[src/rtl/ccr_pkg.sv]
package ccr_pkg;

    localparam int BYTE_W  = 8;
    localparam int RSP_MAX = 7;

    // packet type byte values
    localparam logic [7:0] PKT_TYPE_BUS   = 8'h00;
    localparam logic [7:0] PKT_TYPE_CTL   = 8'h01;
    localparam logic [7:0] PKT_TYPE_ERROR = 8'h02;
    localparam logic [7:0] PKT_TYPE_TIMER = 8'h03;
    localparam logic [7:0] PKT_TYPE_POWER = 8'h04;

    localparam logic [7:0] STATUS_OK = 8'h00;

    // seconds between the 1904 and 1970 epochs
    localparam logic [31:0] EPOCH_1904_OFFSET = 32'd2082844800;

    typedef enum logic [7:0] {
        CMD_POLL_CTRL = 8'h01,
        CMD_TIME_READ = 8'h03,
        CMD_TIME_LOAD = 8'h09,
        CMD_POWER_OFF = 8'h0A,
        CMD_RESTART   = 8'h11,
        CMD_SRV_FLAG  = 8'h13,
        CMD_POLL_RATE = 8'h14,
        CMD_DEV_LIST  = 8'h19,
        CMD_PWR_MSGS  = 8'h21
    } cmd_e;

    typedef enum logic [1:0] {
        SYSREQ_NONE  = 2'd0,
        SYSREQ_POWER = 2'd1,
        SYSREQ_RESET = 2'd2
    } sysreq_e;

    typedef logic [RSP_MAX-1:0][BYTE_W-1:0] rsp_bytes_t;

    typedef struct packed {
        logic        reply;
        logic [2:0]  len;
        rsp_bytes_t  bytes;
        logic        load_time;
        logic [31:0] time_val;
        logic        poll_wr;
        logic        poll_val;
        sysreq_e     sysreq;
    } action_t;

    function automatic logic [31:0] be_word(input logic [7:0] b3, input logic [7:0] b2,
                                            input logic [7:0] b1, input logic [7:0] b0);
        return {b3, b2, b1, b0};
    endfunction

    // acknowledge: type byte then one status byte
    function automatic action_t ack_action(input logic [7:0] second);
        action_t a;
        a          = '0;
        a.reply    = 1'b1;
        a.len      = 3'd2;
        a.bytes[0] = PKT_TYPE_CTL;
        a.bytes[1] = second;
        return a;
    endfunction

endpackage

[src/rtl/ccr_decode.sv]
module ccr_decode
    import ccr_pkg::*;
#(
    parameter int MAX_IN = 8,
    parameter int LEN_W  = 4
) (
    input  logic [LEN_W-1:0]      pkt_len,
    input  logic [MAX_IN*8-1:0]   pkt_bytes,
    input  logic [31:0]           secs,
    output action_t               act
);

    logic [7:0] b [MAX_IN];

    always_comb begin
        for (int i = 0; i < MAX_IN; i++) begin
            b[i] = pkt_bytes[i*8 +: 8];
        end
    end

    always_comb begin
        act = '0;
        if (pkt_len >= LEN_W'(2) && b[0] == PKT_TYPE_CTL) begin
            case (b[1])
                CMD_TIME_LOAD: begin
                    if (pkt_len >= LEN_W'(6)) begin
                        act           = ack_action(STATUS_OK);
                        act.len       = 3'd3;
                        act.load_time = 1'b1;
                        act.time_val  = be_word(b[2], b[3], b[4], b[5]);
                    end
                end
                CMD_TIME_READ: begin
                    act          = ack_action(STATUS_OK);
                    act.len      = 3'd7;
                    act.bytes[3] = secs[31:24];
                    act.bytes[4] = secs[23:16];
                    act.bytes[5] = secs[15:8];
                    act.bytes[6] = secs[7:0];
                end
                CMD_POLL_CTRL: begin
                    if (pkt_len >= LEN_W'(3)) begin
                        act          = ack_action(b[2]);
                        act.poll_wr  = 1'b1;
                        act.poll_val = (b[2] != 8'h00);
                    end
                end
                CMD_SRV_FLAG, CMD_POLL_RATE, CMD_DEV_LIST, CMD_PWR_MSGS: begin
                    act = ack_action(STATUS_OK);
                end
                CMD_POWER_OFF: begin
                    act        = ack_action(STATUS_OK);
                    act.sysreq = SYSREQ_POWER;
                end
                CMD_RESTART: begin
                    act        = ack_action(STATUS_OK);
                    act.sysreq = SYSREQ_RESET;
                end
                default: act = '0;
            endcase
        end
    end

endmodule

[src/rtl/ccr_seconds.sv]
module ccr_seconds
    import ccr_pkg::*;
#(
    parameter logic [31:0] INIT_UNIX = 32'd0
) (
    input  logic        clk,
    input  logic        rst,
    input  logic        tick,
    input  logic        load,
    input  logic [31:0] load_val,
    output logic [31:0] secs
);

    localparam logic [31:0] RESET_VAL = INIT_UNIX + EPOCH_1904_OFFSET;

    logic [31:0] secs_q;

    always_ff @(posedge clk) begin
        if (rst) begin
            secs_q <= RESET_VAL;
        end else if (load) begin
            secs_q <= load_val;
        end else if (tick) begin
            secs_q <= secs_q + 32'd1;
        end
    end

    assign secs = secs_q;

    AST_SEC_LOAD: assert property (@(posedge clk) disable iff (rst)
        load |=> secs == $past(load_val));
    AST_SEC_TICK: assert property (@(posedge clk) disable iff (rst)
        (tick && !load) |=> secs == $past(secs) + 32'd1);
    AST_SEC_HOLD: assert property (@(posedge clk) disable iff (rst)
        (!tick && !load) |=> $stable(secs));

endmodule

[src/rtl/ccr_poll_timer.sv]
module ccr_poll_timer #(
    parameter int POLL_DIV = 2_000_000
) (
    input  logic clk,
    input  logic rst,
    input  logic en,
    output logic req
);

    localparam int CNT_W = (POLL_DIV > 2) ? $clog2(POLL_DIV) : 1;
    localparam logic [CNT_W-1:0] LAST = CNT_W'(POLL_DIV - 1);

    logic [CNT_W-1:0] cnt_q;

    always_ff @(posedge clk) begin
        if (rst || !en) begin
            cnt_q <= '0;
        end else if (cnt_q == LAST) begin
            cnt_q <= '0;
        end else begin
            cnt_q <= cnt_q + 1'b1;
        end
    end

    assign req = en && (cnt_q == LAST);

    AST_POLL_NEEDS_EN: assert property (@(posedge clk) disable iff (rst)
        req |-> en);
    AST_POLL_ONE_CYCLE: assert property (@(posedge clk) disable iff (rst)
        req |=> !req);

endmodule

[src/rtl/ctl_cmd_responder.sv]
module ctl_cmd_responder
    import ccr_pkg::*;
#(
    parameter int          MAX_IN    = 8,
    parameter int          CLK_HZ    = 100_000_000,
    parameter int          POLL_HZ   = 50,
    parameter logic [31:0] INIT_UNIX = 32'd0,
    localparam int         LEN_W     = $clog2(MAX_IN + 1)
) (
    input  logic                  clk,
    input  logic                  rst,
    input  logic                  pkt_valid,
    input  logic [LEN_W-1:0]      pkt_len,
    input  logic [MAX_IN*8-1:0]   pkt_bytes,
    input  logic                  sec_tick,
    output logic                  rsp_valid,
    output logic [2:0]            rsp_len,
    output logic [RSP_MAX*8-1:0]  rsp_bytes,
    output logic                  poll_req,
    output logic                  pwrdn_req,
    output logic                  sysrst_req
);

    localparam int POLL_DIV = CLK_HZ / POLL_HZ;

    action_t     act;
    logic [31:0] secs;
    logic        accept;

    logic        rsp_valid_q;
    logic [2:0]  rsp_len_q;
    rsp_bytes_t  rsp_bytes_q;
    logic        poll_en_q;
    sysreq_e     pend_q;
    logic        pwr_q;
    logic        sysrst_q;

    ccr_decode #(
        .MAX_IN (MAX_IN),
        .LEN_W  (LEN_W)
    ) decode_i (
        .pkt_len   (pkt_len),
        .pkt_bytes (pkt_bytes),
        .secs      (secs),
        .act       (act)
    );

    assign accept = pkt_valid && act.reply;

    ccr_seconds #(
        .INIT_UNIX (INIT_UNIX)
    ) seconds_i (
        .clk      (clk),
        .rst      (rst),
        .tick     (sec_tick),
        .load     (accept && act.load_time),
        .load_val (act.time_val),
        .secs     (secs)
    );

    ccr_poll_timer #(
        .POLL_DIV (POLL_DIV)
    ) poll_i (
        .clk (clk),
        .rst (rst),
        .en  (poll_en_q),
        .req (poll_req)
    );

    always_ff @(posedge clk) begin
        if (rst) begin
            rsp_valid_q <= 1'b0;
            rsp_len_q   <= '0;
            rsp_bytes_q <= '0;
            poll_en_q   <= 1'b0;
            pend_q      <= SYSREQ_NONE;
            pwr_q       <= 1'b0;
            sysrst_q    <= 1'b0;
        end else begin
            rsp_valid_q <= accept;
            pwr_q       <= (pend_q == SYSREQ_POWER);
            sysrst_q    <= (pend_q == SYSREQ_RESET);
            pend_q      <= accept ? act.sysreq : SYSREQ_NONE;
            if (accept) begin
                rsp_len_q   <= act.len;
                rsp_bytes_q <= act.bytes;
                if (act.poll_wr) begin
                    poll_en_q <= act.poll_val;
                end
            end
        end
    end

    assign rsp_valid  = rsp_valid_q;
    assign rsp_len    = rsp_len_q;
    assign rsp_bytes  = rsp_bytes_q;
    assign pwrdn_req  = pwr_q;
    assign sysrst_req = sysrst_q;

    AST_RSP_AFTER_PKT: assert property (@(posedge clk) disable iff (rst)
        rsp_valid |-> $past(pkt_valid));
    AST_RSP_LEN_LEGAL: assert property (@(posedge clk) disable iff (rst)
        rsp_valid |-> (rsp_len == 3'd2 || rsp_len == 3'd3 || rsp_len == 3'd7));
    AST_RSP_TYPE_CTL: assert property (@(posedge clk) disable iff (rst)
        rsp_valid |-> rsp_bytes[7:0] == PKT_TYPE_CTL);
    AST_PWR_AFTER_ACK: assert property (@(posedge clk) disable iff (rst)
        pwrdn_req |-> ($past(rsp_valid) && $past(rsp_len) == 3'd2));
    AST_RST_AFTER_ACK: assert property (@(posedge clk) disable iff (rst)
        sysrst_req |-> ($past(rsp_valid) && $past(rsp_len) == 3'd2));
    AST_SYSREQ_EXCL: assert property (@(posedge clk) disable iff (rst)
        $onehot0({pwrdn_req, sysrst_req}));

endmodule

[config.mk]
export PLATFORM = sky130hd
export DESIGN_NAME = ctl_cmd_responder
export DESIGN_NICKNAME = d
export VERILOG_FILES = /design/src/rtl/ccr_pkg.sv /design/src/rtl/ccr_decode.sv /design/src/rtl/ccr_seconds.sv /design/src/rtl/ccr_poll_timer.sv /design/src/rtl/ctl_cmd_responder.sv
export SDC_FILE = /design/constraint.sdc
export NUM_CORES = 1
export LEC_CHECK = 0
export ABC_CLOCK_PERIOD_IN_PS = 2500
export BUFFER_PORTS_ARGS = -buffer_cell sky130_fd_sc_hd__buf_2
export CAP_MARGIN = 0
export CORE_ASPECT_RATIO = 0.6
export CORE_MARGIN = 5
export CORE_UTILIZATION = 45
export CTS_BUF_LIST = sky130_fd_sc_hd__clkbuf_2 sky130_fd_sc_hd__clkbuf_4 sky130_fd_sc_hd__clkbuf_8
export DETAILED_ROUTE_END_ITERATION = 16
export HOLD_SLACK_MARGIN = 0.1
export PLACE_DENSITY_LB_ADDON = 0.25
export SLEW_MARGIN = 10
export SYNTH_ARGS = -nofsm -noshare
export SYNTH_HDL_FRONTEND = slang
export SYNTH_SLANG_ARGS = --single-unit
[constraint.sdc]
create_clock -name clk -period 2.5 [get_ports clk]
set_input_delay 0.125 -clock clk [delete_from_list [all_inputs] [get_ports clk]]
set_output_delay 0.125 -clock clk [all_outputs]
set_load 0.005 [all_outputs]
==> summary.md <==
For the number of ports placed on the die boundary, the log shows 135. The final standard cell area without fillers was 6041 sq um. The tools report the clock root buffer master as sky130_fd_sc_hd__clkbuf_8.

Global routing finished with a remaining overflow of 0. The total area inside the core boundary comes to 10490 sq um. The post-route netlist has 22.19% of its cells at a drive strength greater than 1. The run gives 668.0 uW as the switching power. The logs give 5.249% for the met3 usage in global routing and 376 for the number of violations reported at the end of detailed-routing iteration 0.

CTS built an H-tree with a depth of 3. The tools report the number of global-route vias before repair as 4303. The clock arrives with 0.009644 ns of skew. In this run the cell area measured after placement is 5450 sq um.

The logs give 39.4% for the power share of the clock group and 13820 um for the routed wire length. Measured against its own limit, the worst slew margin works out to 52.71%. The run gives 57.61% as the final core utilization. The count of endpoints failing hold in the final timing report was 0.

At the worst endpoint, the arrival time is 2.68 ns. In the synthesized netlist the dominant register cell turns out to be sky130_fd_sc_hd__dfxtp_1. Of the total power, registers draw 54.3%.

Setup violations remaining at the end of the flow were counted as 0. The tools report the initial standard-cell utilization of the core as 45.77%. In this run the most used layer during global routing was met1. Setup repair after global routing left no endpoint under its margin. The run finished with clean final reports. Of the synthesized area, sequential elements account for 42.54%.

Actual slew at the worst max-slew pin: 0.7040 ns. Yosys attributes the largest share of cell area to sky130_fd_sc_hd__dfxtp_1 (43%), sky130_fd_sc_hd__a22o_1 (5.8%), sky130_fd_sc_hd__nor2_1 (5.0%), sky130_fd_sc_hd__xor2_1 (4.2%), sky130_fd_sc_hd__a211oi_1 (3.4%). For this run, the slowest stage of the critical path takes 0.55 ns.

The mean routed wirelength per cell works out to 16.96 um. The share of async-settable or async-resettable flops after synthesis works out to 0%. For the number of antenna violations at the first check in global routing, the log shows 0.

Launch point of the critical path: pkt_bytes[8]. For the finished layout, the period the worst path requires is 2.418 ns. The path category of the worst min-delay check is primary input to flop.

Number of register bits inferred by synthesis: 102. The logs give 60 for the distinct cell type count after synthesis and 0.37 ns for the latest clock arrival within the worst-skew pair. Synthesized area per cell: 9.022 sq um. The logs give 9 for the number of buffers inserted during clock tree synthesis and 4511 for the number of vias in the routed layout. No sink is reached through more buffers than the 2 on the longest clock path. Highest net fanout along the worst path: 25. Synthesis handed over a netlist of 532 instances. Global routing consumed, on the met2 layer, 29.22% of the routing resources.

Row generation in the floorplan step produced 29 rows. The tools report the final setup TNS as 0 ns. By startpoint and endpoint, the worst setup path is classified as primary input to flop. The run gives 0 as the final count of pins violating max slew.

IR analysis of the VDD net gives a maximum drop of 344.4 uV. The count of placed standard cells including taps was 764; the number of remaining DRC errors was 0. The sequential cell area is 2042 sq um, and the met1 routing resource usage after global routing is 32.93%. The run gives 413.6 MHz as the fmax.

The finished layout holds 815 standard cells, fillers aside. The tool flagged a number of max-cap violations equal to 0. The switching fraction of total power works out to 22.22%. The worst register-to-register path begins at seconds_i.secs[2]$_SDFFE_PP0P_. The tools report the critical path startpoint category as a primary input. The cell type contributing the most total cell area after synthesis was sky130_fd_sc_hd__dfxtp_1. The count of flip-flops with a built-in enable after synthesis is 0. The tools report the beginning of the worst hold path as rst. Per report_power, the combinational group accounts for 6.3% of the total. The synthesis warning total was 0; the placed wire-length estimate after detailed placement was 10060 um.

TritonCTS built the clock tree. The logs give 0 for the number of antenna repair diodes and 0.002443 uW for the static power due to leakage. In this run the horizontal extent of the chip is 143.3 um.

The area overhead of the layout relative to synthesis came out at 25.86%. In the global route stage, overall resource usage came out at 21.22%. Data on the critical path is required at its endpoint by 2.76 ns.

Entering global routing, the biggest net connects 46 pins. Once detail routing completed, the nets flagged for antenna violations numbered 0. The die covers 12900 sq um.

The cell area power density came out at 497.6 nW/um^2. The layout has 940 filler cells. The run gives 745 as the count of nets after finishing.

STA classifies the critical path endpoint as a flop. The first TritonRoute pass finished after 5 iterations. From bottom edge to top edge, the die measures 90.00 um.

The clock-pin transition on the worst setup and hold timing paths is 0.09 ns. The multi-input combinational cell area is 2560 sq um, and the count of buffers inserted at the top-level ports is 103. The fraction of post-synthesis cell area in the top cell type by area was 42.54%; the post-route fraction of the period consumed by the critical path was 96.71%. After detailed routing, the number of vias per cell comes to 5.535.

The internal portion of the total power is 2338 uW. Walking the worst path, the cells encountered are dlygate4sd3_1 > buf_2 > or4b_4 > or4_4 > a211oi_4 > nor3_4 > buf_6 > a22o_1. The final weighted congestion in routability-driven placement is 0.8635. Slowest cell on the critical path: sky130_fd_sc_hd__or4_4. The number of sinks on the clock net was 102; the first-pass GRT wire length was 22060 um.

For the netlist area before placement, the log shows 4800 sq um.
## sequential cells by signal, indices dropped and copies added, names as in the netlist
| register | flops |
|---|---|
| poll_i.cnt_q | 21 |
| sysrst_req | 1 |
| pwrdn_req | 1 |
| rsp_len | 3 |
| poll_en_q | 1 |
| rsp_bytes | 40 |
| seconds_i.secs | 32 |
| rsp_valid | 1 |
| pend_q | 2 |
## per-layer routing
layer | wire, um | vias up | part of all wire [%]
met5 | 0 | - | 0
met2 | 5462 | 211 | 40
met4 | 171 | 0 | 1.2
met1 | 6946 | 2078 | 50
li1 | - | 2203 | -
met3 | 1240 | 19 | 9.0
## repair_timing
item                       CTS  global route
setup buffers                0             1
resized for setup            0             2
setup endpoints to repair    0            50
hold endpoints to repair    39             0
hold buffers                34             0
## cells by family (layout without fill, tap and decap cells)
family,count (synthesis),after routing,synth area share (%)
AOI/OAI and AO/OA,100,100,16.37
adders and majority gates,2,2,0.5213
xor gates and xnor gates,39,39,7.117
and+or+nand+nor,227,227,25.42
DFF,102,102,42.54
muxes,11,11,2.294
other,1,15,0.07813
buffers and inverters,50,180,5.657
## power by group through the flow
stage                     logic (uW)  clock network [uW]  registers [uW]
final                            188                1180            1630
after CTS                        183                1210            1630
after global routing             204                1260            1630
after global placement           140                   0            1670
after floorplan                 83.6                   0            1670
after detailed placement         143                   0            1670
## layout by cell type, fill, tap and decap left out, types with 11 or more instances in the layout
cell type	Yosys	routed
sky130_fd_sc_hd__a211oi_1	22	22
sky130_fd_sc_hd__a21oi_1	11	11
sky130_fd_sc_hd__a22o_1	32	32
sky130_fd_sc_hd__buf_2	1	103
sky130_fd_sc_hd__buf_4	16	18
sky130_fd_sc_hd__clkbuf_8	0	11
sky130_fd_sc_hd__conb_1	1	15
sky130_fd_sc_hd__dfxtp_1	102	102
sky130_fd_sc_hd__dlygate4sd3_1	0	34
sky130_fd_sc_hd__mux2i_1	11	11
sky130_fd_sc_hd__nand2_1	30	30
sky130_fd_sc_hd__nand2b_1	12	12
sky130_fd_sc_hd__nand3_1	23	23
sky130_fd_sc_hd__nand4_1	19	19
sky130_fd_sc_hd__nor2_1	64	64
sky130_fd_sc_hd__nor3_1	17	17
sky130_fd_sc_hd__nor4_1	12	12
sky130_fd_sc_hd__xnor2_1	16	16
sky130_fd_sc_hd__xor2_1	23	23
## cells in the mapped netlist, drive strengths merged (2+ instances only)
library cell	count
buf	21
a211oi	24
o21ai	4
nand3	23
o21bai	4
nand4b	2
nand2	30
nand3b	4
xnor2	16
nand2b	12
dfxtp	102
nor3	18
clkbuf	21
or3	5
ha	2
inv	8
nor4b	4
a21o	3
a211o	2
and3	6
or3b	2
o22ai	4
a31oi	2
a22o	32
nand4	20
a21oi	11
mux2i	11
nor3b	4
nor4	14
xor2	23
or4	6
and4	5
o32ai	5
and2	3
nor2	65
## worst max-delay path, delay by kind of cell
family	cells	cell delay, ns
and+or+nand+nor	3	1.10
buffers and inverters	3	0.87
AOI/OAI and AO/OA	2	0.57
## cell type report
type,instances,area share [%]
Tap cell,139,2.879
Inverter,8,0.4971
Multi-Input combinational cell,394,42.38
Timing Repair Buffer,156,16.59
Clock buffer,11,2.506
Sequential cell,102,33.80
Clock inverter,5,1.346
## stage by stage
step | hold slack (ns) | setup slack [ns] | total power (uW)
6_report | 0.1433 | 0.08227 | 3006
3_5_place_dp | 0.3380 | 0.1048 | 1813
5_1_grt | 0.1312 | 0.02210 | 3099
2_1_floorplan | 0.2428 | 0.4082 | 1752
4_1_cts | 0.1187 | 0.04738 | 3025
3_3_place_gp | 0.3412 | 0.1468 | 1811
## final timing paths
path                            cells after the start  slack (ns)                         endpoint
worst min-delay path                                2        0.14          rsp_len[1]$_SDFFE_PP0P_
worst max register to register                      5        0.28  seconds_i.secs[28]$_SDFFE_PP1P_
worst max-delay path                                8        0.08       rsp_bytes[55]$_SDFFE_PP0P_
worst min register to register                      1        0.43            sysrst_req$_SDFF_PP0_
Note: power is estimated with default switching activity, not from simulation.
